==> src/rtl/scr_pkg.sv <==
package scr_pkg;
  localparam int unsigned DEF_TAP_NEAR = 14;
  localparam int unsigned DEF_TAP_FAR  = 17;
  localparam int unsigned DEF_RUN_MAX  = 64;

  // Next value of the ones-run counter for one accepted bit.
  function automatic logic [7:0] run_next(input logic [7:0] cur,
                                          input logic       fired,
                                          input logic       bit_out);
    if (fired)        return {7'd0, bit_out};
    else if (bit_out) return cur + 8'd1;
    else              return 8'd0;
  endfunction
endpackage

==> src/rtl/scr_delay_line.sv <==
module scr_delay_line #(
  parameter int unsigned DEPTH = 17
) (
  input  logic             clk,
  input  logic             rst,
  input  logic             shift_en,
  input  logic             d_in,
  output logic [DEPTH-1:0] q
);
  // q[k] holds the bit that entered k+1 accepted steps ago
  for (genvar k = 0; k < DEPTH; k++) begin : g_stage
    if (k == 0) begin : g_head
      always_ff @(posedge clk) begin
        if (rst)           q[0] <= 1'b0;
        else if (shift_en) q[0] <= d_in;
      end
    end else begin : g_body
      always_ff @(posedge clk) begin
        if (rst)           q[k] <= 1'b0;
        else if (shift_en) q[k] <= q[k-1];
      end
    end
  end
endmodule

==> src/rtl/scr_run_guard.sv <==
module scr_run_guard
  import scr_pkg::*;
#(
  parameter int unsigned RUN_MAX = 64,
  parameter int unsigned CNT_W   = $clog2(RUN_MAX + 1)
) (
  input  logic             clk,
  input  logic             rst,
  input  logic             step_en,
  input  logic             bit_out,
  output logic             fire,
  output logic [CNT_W-1:0] count
);
  logic [7:0] nxt_wide;

  assign fire = (count == CNT_W'(RUN_MAX));

  always_comb begin
    nxt_wide = run_next(8'(count), fire, bit_out);
  end

  always_ff @(posedge clk) begin
    if (rst)          count <= '0;
    else if (step_en) count <= nxt_wide[CNT_W-1:0];
  end
endmodule

==> src/rtl/scr_out_stage.sv <==
module scr_out_stage (
  input  logic clk,
  input  logic rst,
  input  logic load,
  input  logic d,
  output logic q_valid,
  output logic q
);
  always_ff @(posedge clk) begin
    if (rst) begin
      q_valid <= 1'b0;
      q       <= 1'b0;
    end else begin
      q_valid <= load;
      if (load) q <= d;
    end
  end
endmodule

==> src/rtl/ones_guard_scrambler.sv <==
module ones_guard_scrambler
  import scr_pkg::*;
#(
  parameter int unsigned TAP_NEAR = DEF_TAP_NEAR,
  parameter int unsigned TAP_FAR  = DEF_TAP_FAR,
  parameter int unsigned RUN_MAX  = DEF_RUN_MAX
) (
  input  logic clk,
  input  logic rst,
  input  logic in_valid,
  input  logic in_bit,
  output logic out_valid,
  output logic out_bit
);
  localparam int unsigned HIST  = TAP_FAR;
  localparam int unsigned CNT_W = $clog2(RUN_MAX + 1);

  logic [HIST-1:0]  hist;
  logic             tap_near_bit;
  logic             tap_far_bit;
  logic             guard_fire;
  logic [CNT_W-1:0] run_cnt;
  logic             guarded_in;
  logic             mixed;

  assign tap_near_bit = hist[TAP_NEAR-1];
  assign tap_far_bit  = hist[TAP_FAR-1];
  assign guarded_in   = in_bit ^ guard_fire;
  assign mixed        = guarded_in ^ tap_near_bit ^ tap_far_bit;

  scr_delay_line #(.DEPTH(HIST)) u_hist (
    .clk(clk), .rst(rst), .shift_en(in_valid), .d_in(mixed), .q(hist)
  );

  scr_run_guard #(.RUN_MAX(RUN_MAX), .CNT_W(CNT_W)) u_guard (
    .clk(clk), .rst(rst), .step_en(in_valid), .bit_out(mixed),
    .fire(guard_fire), .count(run_cnt)
  );

  scr_out_stage u_out (
    .clk(clk), .rst(rst), .load(in_valid), .d(mixed),
    .q_valid(out_valid), .q(out_bit)
  );
endmodule

==> config.mk <==
export PLATFORM = sky130hd
export DESIGN_NAME = ones_guard_scrambler
export DESIGN_NICKNAME = d
export VERILOG_FILES = /design/src/rtl/scr_pkg.sv /design/src/rtl/scr_delay_line.sv /design/src/rtl/scr_run_guard.sv /design/src/rtl/scr_out_stage.sv /design/src/rtl/ones_guard_scrambler.sv
export SDC_FILE = /design/constraint.sdc
export NUM_CORES = 1
export LEC_CHECK = 0
export BUFFER_PORTS_ARGS = -buffer_cell sky130_fd_sc_hd__buf_4
export CORE_ASPECT_RATIO = 1.4
export CORE_MARGIN = 2
export CORE_UTILIZATION = 50
export DETAILED_ROUTE_END_ITERATION = 10
export PLACE_DENSITY = 0.67
export SYNTH_ARGS = -nofsm -noshare
export SYNTH_HDL_FRONTEND = slang
export SYNTH_SLANG_ARGS = --single-unit
==> constraint.sdc <==
create_clock -name clk -period 1.8 [get_ports clk]
set_input_delay 0.36 -clock clk [delete_from_list [all_inputs] [get_ports clk]]
set_output_delay 0.36 -clock clk [all_outputs]
set_load 0.05 [all_outputs]
==> results.toml <==
[clock_tree]
cts-root-buf = "clkbuf_4"
htreeDepth = 1
post-cts-setup-buffer-count = 0
cts_hold_buf = 0
clk_latency_ps = 320
postCtsResizedCells = 0
cts_inserted_buffers = 3
clockBufferDepth = 2
cts_sinks = 25
clk_pin_slew_ps = 130
cts_tree = "yes"

[outcome]
outcome = "completed"

[sta]
tightest_slew_ps = 395
finalMaxSlewViolations = 0
relSlewSlack_pct = 73.6
timing.final.hold_violations = 0
timing.final.crit_period_ps = 1620
layout_setup_ws_ps = 181
skew_ps = 5.10
setup_viol_count_final = 0
post-route-period-util_pct = 89.9
max_freq_mhz = 618
rsz0062_at_grt = "false"
finalSetupTns_ps = 0

[setup_path]
path_buf_inv = 0
crit_required_ps = 2040
crit_path_max_fanout = 10
endpoint_kind = "flop"
cp_slowest_cell = "xnor3_1"
rrSetupSlack_ps = 180
cp_top_family = "XOR/XNOR gates"
critPathKind = "flop to flop"
arrival_ps = 1850
worstPathCellList = "xnor3_1, a31oi_4, nor3b_2, nor4_2"
setup.worst_path.start_class = "flop"
cp_slowest_stage_delay_ps = 450

[floorplanning]
start_util_pct = 51.4
die_area_mm2 = 0.00258
row_count = 20
die_w_um = 43.5
die_h_um = 59.3
core_mm2 = 0.00213
top_level_ports = 6

[worst_hold_path]
hold_class = "primary input to flop"

[global_routing]
antenna_found_initial = 0
grt_pass1_wl_um = 2770
grt_overflow = 0
grt.total_usage_pct = 13.9
grt_max_degree = 33
grt_pass1_vias = 686

[place]
gp_congestion = 0.726
place_inst = 130
io_buffer_count = 5
dp_slack_ps = 197
dpl_cell_area_mm2 = 0.00113

[flow_run]
cap_violations = 0

[route]
via_per_inst = 5.47
drc = 0
drtPass1Iterations = 4
route.vias.total = 733
avgRoutedWirePerCell_um = 12.1
wl_um = 1630
drt-initial-drc-count = 8
final_antenna_net_count = 0

[synth]
syn-num-nets = 116
synth_top_area_share_pct = 45.8
syn_area_per_cell_um2 = 9.94
ys_types = 33
synthCells = 110
synth_top_area_cell = "dfxtp_1"
yosysMostFrequentCell = "dfxtp_1"
synth_edf_count = 0
ys_seq_area_share_pct = 45.8
ys.flop_type = "dfxtp_1"
synth_commonest_cells = "dfxtp_1 (25), nor2_1 (20), mux2i_1 (16), nand3_1 (6)"
ys_async_sr_fraction_pct = 0
yosys_warnings = 0
synth_area_leaders = "dfxtp_1 (46%), mux2i_1 (15%), nor2_1 (6.9%)"
ys_ff_latch = 25
syn_area_mm2 = 0.00109

[layout]
final_cells = 134
finalNetCount = 119
drive_gt1_share_pct = 15.2
design_area_mm2 = 0.00116
fill_cells = 200
area_growth_pct = 5.95
n_antenna_cell = 0

[power_and_ir_drop]
p_leak_nw = 0.457
power_density_mw_per_mm2 = 767
ir_worst_vdd_mv = 0.495
-- cell type report --
cell class,count,area [µm²],area share [%]
clock buffer,3,22.5,1.94
clock inverter,1,5.00,0.432
inverter,4,15.0,1.30
multi-input combinational,74,551,47.5
sequential,25,500,43.2
tap,22,27.5,2.38
timing repair buffer,5,37.5,3.24
-- per-layer routing --
| layer | vias up | GRT usage, % | routed length [µm] |
|---|---|---|---|
| met5 | - | 0 | 0 |
| met4 | 0 | 7.79 | 35 |
| met3 | 5 | 1.83 | 37 |
| met2 | 8 | 22.4 | 770 |
| met1 | 339 | 17.8 | 784 |
| li1 | 381 | - | - |
-- registers in the layout, indices dropped and copies added, names as in the netlist --
register / count
u_guard.count: 7
u_hist.q: 16
u_out.q: 1
u_out.q_valid: 1
-- power breakdown --
part / internal (mW) / leakage [nW] / switching, mW
combinational: 0.0300 / 0.237 / 0.0489
sequential: 0.560 / 0.202 / 0.00487
clock: 0.0832 / 0.0177 / 0.162
total: 0.673 / 0.457 / 0.216
-- through the flow --
| step | hold slack, ps | util (%) | power [mW] |
|---|---|---|---|
| floorplan | 460 | - | 0.641 |
| global placement | 471 | 53.2 | 0.654 |
| detailed placement | 483 | 53.2 | 0.657 |
| CTS | 382 | 54.5 | 0.900 |
| global route | 390 | 54.5 | 0.923 |
| finish | 387 | 54.5 | 0.889 |
-- kinds of logic (layout without fill, tap and decap cells) --
| kind of cell | after synthesis | count (layout) | synth area share [%] |
|---|---|---|---|
| XOR/XNOR | 1 | 1 | 2.06 |
| AND/OR/NAND/NOR | 44 | 44 | 22.1 |
| buffers and inverters | 11 | 13 | 3.89 |
| AO/OA/AOI/OAI | 11 | 11 | 9.27 |
| adder cells (fa/ha/maj) | 2 | 2 | 2.29 |
| flip-flops | 25 | 25 | 45.8 |
| multiplexers | 16 | 16 | 14.6 |
-- worst paths after layout --
kind | from | end | cells past startpoint
setup / recovery | u_hist.q[13]$_SDFFE_PP0P_ | u_guard.count[4]$_SDFFE_PP0P_ | 4
hold reg to reg | u_hist.q[11]$_SDFFE_PP0P_ | u_hist.q[11]$_SDFFE_PP0P_ | 2
hold / removal | rst | u_hist.q[3]$_SDFFE_PP0P_ | 2
setup reg to reg | u_hist.q[13]$_SDFFE_PP0P_ | u_guard.count[4]$_SDFFE_PP0P_ | 4
-- layout by cell type, fill, tap and decap left out, drive strengths merged, types with 2 or more instances in the layout --
master,instances
nand2,2
o32ai,2
clkbuf,3
nor2,20
or2,2
nand2b,4
a21boi,2
a31oi,3
buf,5
a21oi,2
ha,2
inv,4
dfxtp,25
mux2i,16
nand3,6
(Power assumes the default switching activity.)
